<file path="config.mk">
export PLATFORM = sky130hd
export DESIGN_NAME = tdm_skew_aligner
export DESIGN_NICKNAME = d
export VERILOG_FILES = /design/src/rtl/tdm_align_pkg.sv /design/src/rtl/tdm_bit_phase.sv /design/src/rtl/tdm_rx_delay.sv /design/src/rtl/tdm_tx_advance.sv /design/src/rtl/tdm_skew_aligner.sv
export SDC_FILE = /design/constraint.sdc
export NUM_CORES = 1
export LEC_CHECK = 0
export CORE_MARGIN = 10
export CORE_UTILIZATION = 40
export CTS_BUF_LIST = sky130_fd_sc_hd__clkbuf_4
export CTS_CLUSTER_DIAMETER = 50
export CTS_CLUSTER_SIZE = 16
export DETAILED_ROUTE_END_ITERATION = 12
export PLACE_DENSITY = 0.68
export SYNTH_ARGS = -nofsm -noshare
export SYNTH_HDL_FRONTEND = slang
export SYNTH_SLANG_ARGS = --single-unit
</file>
<file path="constraint.sdc">
create_clock -name clk -period 8.6 [get_ports clk]
set_input_delay 0.86 -clock clk [delete_from_list [all_inputs] [get_ports clk]]
set_output_delay 0.86 -clock clk [all_outputs]
set_load 0.02 [all_outputs]
</file>
<file path="src/rtl/tdm_align_pkg.sv">
// Package: shared constants for the skew aligner.
// Assumes the fast clock runs at four cycles per serial bit.
package tdm_align_pkg;
    localparam int QUARTERS_PER_BIT = 4;
    // Sampling offset, in quarter bits, inside a delayed bit.
    localparam int SAMPLE_OFS_NORMAL = 2;
    localparam int SAMPLE_OFS_EARLY  = 1;
    typedef logic [1:0] quarter_t;
endpackage

</file>
<file path="src/rtl/tdm_bit_phase.sv">
// Module: quarter-bit phase counter that is cleared by the frame pulse.
// Gives out a strobe on the first quarter of every bit slot.
// Assumes fp_in lasts exactly one cycle.
module tdm_bit_phase
    import tdm_align_pkg::*;
(
    input  logic clk,
    input  logic rst_n,
    input  logic fp_in,
    output logic bit_strobe
);
    quarter_t phase_q;

    // Advance the quarter counter; the pulse cycle counts as quarter 0.
    always_ff @(posedge clk) begin
        if (!rst_n)     phase_q <= '0;
        else if (fp_in) phase_q <= quarter_t'(1);
        else            phase_q <= phase_q + quarter_t'(1);
    end

    // Strobe at quarter 0 of each bit slot.
    always_comb bit_strobe = fp_in || (phase_q == '0);


    no_double_strobe_chk: assert property (@(posedge clk) disable iff (!rst_n)
        (bit_strobe && !fp_in) |=> (!bit_strobe || fp_in));
endmodule

</file>
<file path="src/rtl/tdm_rx_delay.sv">
// Module: receive aligner for one stream. It keeps a history of the line
// and picks the tap that undoes the programmed delay, so that the output
// lands on the common bit grid with a fixed latency.
// Assumes bit_strobe comes from tdm_bit_phase.
module tdm_rx_delay
    import tdm_align_pkg::*;
#(
    parameter int DLY_W = 5
) (
    input  logic             clk,
    input  logic             rst_n,
    input  logic             fp_in,
    input  logic             bit_strobe,
    input  logic             samp_early,
    input  logic             line_in,
    input  logic [DLY_W-1:0] dly_code,
    output logic             bit_out
);
    localparam int HIST  = (1 << DLY_W) + QUARTERS_PER_BIT;
    localparam int TAP_W = $clog2(HIST);

    logic [HIST-1:0]  hist_q;
    logic [DLY_W-1:0] dly_act_q;
    logic [TAP_W-1:0] tap;

    // Shift the line into the history register every cycle.
    always_ff @(posedge clk) begin
        if (!rst_n) hist_q <= '0;
        else        hist_q <= {hist_q[HIST-2:0], line_in};
    end

    // Take up a new delay code only on the frame boundary.
    always_ff @(posedge clk) begin
        if (!rst_n)     dly_act_q <= '0;
        else if (fp_in) dly_act_q <= dly_code;
    end

    // Tap that reaches back to the chosen quarter of the delayed bit.
    always_comb tap = TAP_W'(HIST - 1 - int'(dly_act_q)
                      - (samp_early ? SAMPLE_OFS_EARLY : SAMPLE_OFS_NORMAL));

    // Load the recovered bit on the grid strobe.
    always_ff @(posedge clk) begin
        if (!rst_n)          bit_out <= 1'b0;
        else if (bit_strobe) bit_out <= hist_q[tap];
    end


    rx_grid_hold_chk: assert property (@(posedge clk) disable iff (!rst_n)
        !bit_strobe |=> $stable(bit_out));

    rx_code_frame_chk: assert property (@(posedge clk) disable iff (!rst_n)
        !fp_in |=> $stable(dly_act_q));
endmodule

</file>
<file path="src/rtl/tdm_tx_advance.sv">
// Module: transmit advance for one stream. The normal path is a fixed
// pipeline; advancing by a cycles takes a tap a stages shorter.
// Assumes the advance code changes take effect on the frame pulse only.
module tdm_tx_advance #(
    parameter int ADV_W = 2
) (
    input  logic             clk,
    input  logic             rst_n,
    input  logic             fp_in,
    input  logic             data_in,
    input  logic [ADV_W-1:0] adv_code,
    output logic             ser_out
);
    localparam int ADV_MAX = (1 << ADV_W) - 1;

    logic [ADV_MAX-1:0] pipe_q;
    logic [ADV_MAX:0]   window;
    logic [ADV_W-1:0]   adv_act_q;

    // Pipeline of the outgoing data.
    always_ff @(posedge clk) begin
        if (!rst_n) pipe_q <= '0;
        else        pipe_q <= {pipe_q[ADV_MAX-2:0], data_in};
    end

    // Take up a new advance code on the frame boundary.
    always_ff @(posedge clk) begin
        if (!rst_n)     adv_act_q <= '0;
        else if (fp_in) adv_act_q <= adv_code;
    end

    // Candidate taps: index 0 is the current input.
    always_comb window = {pipe_q, data_in};

    // Register the selected tap as the line output.
    always_ff @(posedge clk) begin
        if (!rst_n) ser_out <= 1'b0;
        else        ser_out <= window[ADV_MAX - int'(adv_act_q)];
    end


    tx_code_frame_chk: assert property (@(posedge clk) disable iff (!rst_n)
        !fp_in |=> $stable(adv_act_q));
endmodule

</file>
<file path="src/rtl/tdm_skew_aligner.sv">
// Module: top of the per-stream skew aligner. One shared bit-phase
// generator, one receive aligner and one transmit advancer per stream,
// and a regenerated output frame pulse on the normal transmit latency.
// Assumes a fast clock at four times the bit rate.
module tdm_skew_aligner #(
    parameter int N_STREAMS = 16,
    parameter int DLY_W     = 5,
    parameter int ADV_W     = 2
) (
    input  logic                       clk,
    input  logic                       rst_n,
    input  logic                       fp_in,
    input  logic                       samp_early,
    input  logic [N_STREAMS-1:0]       rx_ser,
    input  logic [N_STREAMS*DLY_W-1:0] rx_dly_cfg,
    output logic [N_STREAMS-1:0]       rx_bit,
    input  logic [N_STREAMS-1:0]       tx_bit,
    input  logic [N_STREAMS*ADV_W-1:0] tx_adv_cfg,
    output logic [N_STREAMS-1:0]       tx_ser,
    output logic                       fp_out
);
    localparam int ADV_MAX = (1 << ADV_W) - 1;

    logic              bit_strobe;
    logic [ADV_MAX:0]  fp_pipe_q;

    tdm_bit_phase u_phase (
        .clk        (clk),
        .rst_n      (rst_n),
        .fp_in      (fp_in),
        .bit_strobe (bit_strobe)
    );

    for (genvar s = 0; s < N_STREAMS; s++) begin : g_stream
        tdm_rx_delay #(.DLY_W(DLY_W)) u_rx (
            .clk        (clk),
            .rst_n      (rst_n),
            .fp_in      (fp_in),
            .bit_strobe (bit_strobe),
            .samp_early (samp_early),
            .line_in    (rx_ser[s]),
            .dly_code   (rx_dly_cfg[s*DLY_W +: DLY_W]),
            .bit_out    (rx_bit[s])
        );
        tdm_tx_advance #(.ADV_W(ADV_W)) u_tx (
            .clk      (clk),
            .rst_n    (rst_n),
            .fp_in    (fp_in),
            .data_in  (tx_bit[s]),
            .adv_code (tx_adv_cfg[s*ADV_W +: ADV_W]),
            .ser_out  (tx_ser[s])
        );
    end

    // Delay the frame pulse to match the unadvanced transmit latency.
    always_ff @(posedge clk) begin
        if (!rst_n) fp_pipe_q <= '0;
        else        fp_pipe_q <= {fp_pipe_q[ADV_MAX-1:0], fp_in};
    end

    always_comb fp_out = fp_pipe_q[ADV_MAX];


    fp_out_latency_chk: assert property (@(posedge clk) disable iff (!rst_n)
        fp_in |-> ##4 fp_out);
endmodule

</file>
Word-level counts from Yosys, hierarchy flattened:

Cells that the tools add are included.

* output and inout bits: 33
* input bits: 148
* bits in registers: 774

* add/subtract/negate cells: 49
* multiplexer cells: 82
* bitwise gates (word level): 1
* reduce and logical (&&, ||, !) cells: 3
* order comparisons: 32

Operator list (count)
* $lt A32 B4 Y1 const B: 16
* $lt A6 B7 Y1 const B: 16
* $bmux W1 S6: 16
* $sub A6 B5 Y6 const A: 16
* $sub A6 B6 Y6: 12
* $mux W1: 49
* $sub A2 B2 Y3 const A: 16
* $bmux W1 S2: 16
* $sub A6 B3 Y6: 4
* $add A2 B1 Y2 const B: 1
* $logic_not A2 Y1: 1
* $mux W2: 1
* $reduce_or A2 Y1: 1
* $logic_or A1 B1 Y1: 1
* $not A1 Y1: 1

Longest topological paths before layout:

* word-level depth: 4
* depth in mapped cells: 11

Hierarchy:

A second synthesis with hierarchy kept.

* cells, all modules: 2800
* area, all modules: 31974.4 um2

Modules (own cells, without submodules)
* tdm_rx_delay (g_stream[0].u_rx ...): cells each 159, area an instance 1785.5 um2, seq. area each 840.8 um2, instances 15
* tdm_tx_advance: cells each 15, area an instance 200.2 um2, seq. area each 120.1 um2, instances 16
* tdm_rx_delay (g_stream[5].u_rx): cells each 158, area an instance 1803.0 um2, seq. area each 840.8 um2, instances 1
* tdm_skew_aligner: cells each 8, area an instance 105.1 um2, seq. area each 80.1 um2, instances 1
* tdm_bit_phase: cells each 9, area an instance 81.3 um2, seq. area each 40.0 um2, instances 1

Worst setup path before layout:

OpenSTA, ideal clock, no wires.

* path kind: input-to-reg
* start: in samp_early
* end: reg g_stream[0].u_rx.bit_out
* setup time: 0.122 ns
* path buffers: 1
* stages on the path: 10
* setup slack: 5.305 ns
* arrival time: 3.173 ns
* cells stage by stage: ha_1 -> ha_1 -> inv_1 -> fa_1 -> buf_2 -> mux4_2 -> nor2_1 -> nor2_1 -> o22a_1 -> a221o_1

* cells in the longest elaborated chain, start to end: 4

Ends and longest elaborated chain
* start, declared: line tdm_skew_aligner.sv:13 `input logic samp_early,`
* $mux W2: line tdm_rx_delay.sv:40 `- (samp_early ? SAMPLE_OFS_EARLY : SAMPLE_OFS_NORMAL));`
* $sub A6 B6 Y6: line tdm_rx_delay.sv:40
* $bmux W1 S6: line tdm_rx_delay.sv:45 `else if (bit_strobe) bit_out <= hist_q[tap];`
* $mux W1 (implied by the code): line tdm_rx_delay.sv:45
* end signal, assigned: line tdm_rx_delay.sv:45
* end, declared: line tdm_rx_delay.sv:17 `output logic bit_out`

Every way passes these cells. The select of a mux whose other input is x is not followed.
A chain may end at the register's enable or synchronous reset.

Worst setup path in the final report:

* start: in samp_early
* end: reg g_stream[13].u_rx.bit_out

* cells in the longest elaborated chain, start to end: 4

Ends and longest elaborated chain (line)
* $mux W2: tdm_rx_delay.sv:40
* $sub A6 B3 Y6: tdm_rx_delay.sv:40
* $bmux W1 S6: tdm_rx_delay.sv:45
* $mux W1 (implied by the code): tdm_rx_delay.sv:45
* end signal, assigned: tdm_rx_delay.sv:45
* end, declared: tdm_rx_delay.sv:17

Every way passes these cells. The select of a mux whose other input is x is not followed.

==> impl_results.md <==
- Pwr Density: 202.8 nW/µm²
- Initial cell density of the core: between 40% and 50%
- Post-route cell area: between 30000 and 40000 µm²
- Critical Path Start Type: input port
- Wl on met1: 29.83 mm
- CP endpoint kind: flop
- Met3 wire len: 3.035 mm
- Remaining global-route overflow: 0
- Net count after synthesis: 3071
- Die Y: 300.1 µm
- Post-synthesis cell type count: 41
- DP HPWL: 39.15 mm
- # DRC: 0
- Layout cells sized above 1: 11.55%
- Core box area: 77590 µm²
- Worst Hold Slack: 0.4063 ns
- Max-slew headroom: between 30% and 40%
- Clock sinks: 774
- Synth Register Bits: 774
- Tmin final: roughly 3.3 ns
- GP Congestion: 0.7792
- CTS root buf: clkbuf_4
- Hold Path Class: in -> reg
- Final net count: around 3200
- Largest net degree at the start of global routing: approximately 240
- Routed Antenna Nets: 0
- DRT Wirelength: 59.06 mm
- Synth top area share: between 40% and 50%
- Clock-pin slew on the worst setup and hold paths: ~0.14 ns
- CTS resizes: 0
- Fin crit share: 38.07%
- Final Skew: 0.05732 ns
- Clk buf depth: 3
- Area of the die: 90080 µm²
- Number of vias per cell: 4.683
- Synthesized area: roughly 31000 µm²
- Filler instances: 7358
- Final Setup Violations: 0
- Post-synthesis cell count: ~2800
- Number of global-route vias before repair: around 19000
- Num CTS Buffers: 90
- Kind of critical path: in -> reg
- Ys Warns: 0
- Iter 0 DRT Violations: 1015
- Yosys top cell by area: dfxtp_1
- I/O pin total: 181
- Die width: 300.1 µm
- Top achievable clock speed: 305.4 MHz
- DP Area: approximately 34000 µm²
- Total track usage: roughly an eighth
- Initial antenna violation count: 4
- VDD IR max: 0.0001247 V
- P&R area growth vs syn: 12.05%
- Highest metal layer with signal wires: met5
- Worst Tran Pin Value: 0.9948 ns
- RSZ-0062 raised after global routing: false
- Status: finished clean
- Met2 Wirelength: 25.18 mm
- Crit Path Max Fanout: 32
- Post-CTS setup buffers: 0
- WP data required: slightly above 9 ns
- Final hold vios: 0
- CP Data Arrival Time: 4.02 ns
- Row cnt: 102
- CTS tree: built
- Fin Setup TNS: 0 ns
- Clock Latency Late Sink: 0.90 ns
- Seq/Total Area, Yosys: 49.36%
- Drt pass-1 iters: 5
- Mean routed wirelength per cell: 14.72 µm
- Top post-synthesis cells by area: dfxtp_1 (49%), and2_1 (13%), mux4_2 (8.1%)
- IO buf count: 180
- Pleak: approximately 14 nW
- Final Max Tran Viols: 0
- Syn Area/Cell: 11.23 µm²
- First-pass GRT wire length: between 90 and 100 mm
- Htree depth: 3
- Vias: 18794
- Hold buffer count at cts: 0
- Max Cap Violations: 0
cell usage after synthesis (all sizes together):
cell type	instances
fa	16
a2111oi	28
nand3	16
dfxtp	774
nor2	76
a221o	14
or3	2
mux2	50
a2bb2o	2
nand2b	14
o22a	14
xor2	32
nor3b	1
mux4	114
mux2i	150
and2	644
a32oi	2
nor3	42
inv	161
a21boi	1
o211a	14
xnor2	32
a311oi	14
nand2	14
a21oi	16
nor2b	140
clkbuf	104
ha	113
o21a	1
o41ai	2
a31oi	30
o31ai	18
o21ai	15
o22ai	14
a211oi	32
and3	5
buf	77
layout make-up:
cell class | count | area, µm² | share of cell area (%)
Antenna cell | 3 | 7.507 | 0.02134
Clock inverter | 73 | 910.9 | 2.590
Multi-Input combinational cell | 1678 | 14250 | 40.53
Timing Repair Buffer | 190 | 1893 | 5.382
Clock buffer | 94 | 705.7 | 2.006
Inverter | 161 | 604.3 | 1.718
Sequential cell | 774 | 15490 | 44.05
Tap cell | 1040 | 1301 | 3.700
power by group:
group	total (mW)	internal, mW	switching [mW]
Combinational	0.944	0.447	0.496
Clock	2.49	1.06	1.43
Sequential	3.70	3.65	0.0493
routing by layer:
| metal | up-vias | global-route usage [%] |
|---|---|---|
| li1 | 9616 | - |
| met1 | 8821 | 18.28 |
| met2 | 284 | 20.08 |
| met3 | 71 | 3.198 |
| met4 | 2 | 3.834 |
| met5 | - | 0 |
cells by family (layout without fill, tap and decap cells):
group                      after synthesis  in the layout  synth area share [%]
other                                    0              3                     0
buffers and inverters                  342            518                 5.242
and+or+nand+nor                        954            954                 18.07
xor gates and xnor gates                64             64                 1.786
DFF                                    774            774                 49.36
AOI/OAI and AO/OA                      217            217                 5.246
adders and majority gates              129            129                 5.525
muxes                                  314            314                 14.77
placed cells by master (no fill, tap or decap), types with 15 or more instances in the layout:
cell and n:
a2111oi_0 28, a211oi_1 32, a21oi_1 16, a31oi_1 30, and2_1 644, clkbuf_4 94
clkdlybuf4s50_1 177, dfxtp_1 774, fa_1 16, ha_1 113, inv_1 161, inv_6 15
mux2_2 50, mux2i_1 150, mux4_2 113, nand3_1 16, nor2_1 76, nor2b_1 140
nor3_1 42, o21ai_0 15, o31ai_1 18, xnor2_1 32, xor2_1 32
registers in the layout, indices dropped and copies added (netlist names):
register	count
g_stream.u_tx.ser_out	16
g_stream.u_rx.bit_out	16
g_stream.u_tx.pipe_q	48
g_stream.u_rx.dly_act_q	80
g_stream.u_tx.adv_act_q	32
fp_pipe_q	4
g_stream.u_rx.hist_q	576
u_phase.phase_q	2
critical path, cell delays in order:
cell and delay [ns]:
buf_2 0.08, buf_4 0.56, ha_1 0.25, ha_1 0.18, inv_1 0.06, fa_1 0.81, mux2_2 0.39, mux4_2 0.46
o31ai_1 0.21, o41ai_1 0.11
path summary, 6_finish.rpt:
path / startpoint / to / slack [ns] / cells after the start
setup reg to reg: g_stream[13].u_rx.dly_act_q[1]$_SDFFE_PN0P_ / g_stream[13].u_rx.bit_out$_SDFFE_PN0P_ / 5.59 / 9
hold reg to reg: g_stream[8].u_tx.pipe_q[1]$_SDFF_PN0_ / g_stream[8].u_tx.pipe_q[2]$_SDFF_PN0_ / 0.43 / 1
setup / recovery: samp_early / g_stream[13].u_rx.bit_out$_SDFFE_PN0P_ / 5.33 / 10
hold / removal: rst_n / g_stream[11].u_rx.dly_act_q[4]$_SDFFE_PN0P_ / 0.41 / 2
per-stage QoR:
step                worst slack [ns]  std cells  util [%]  power, mW
floorplan                      5.305       2794         -      4.514
detailed placement             4.363       3843     43.24      4.733
CTS                            5.413       4010     45.32      7.264
global route                   5.230       4012     45.33      7.520
global placement               4.437       3843     43.24      4.719
finish                         5.326       4013     45.33      7.133
No activity file was read; power rests on OpenSTA's default activity.
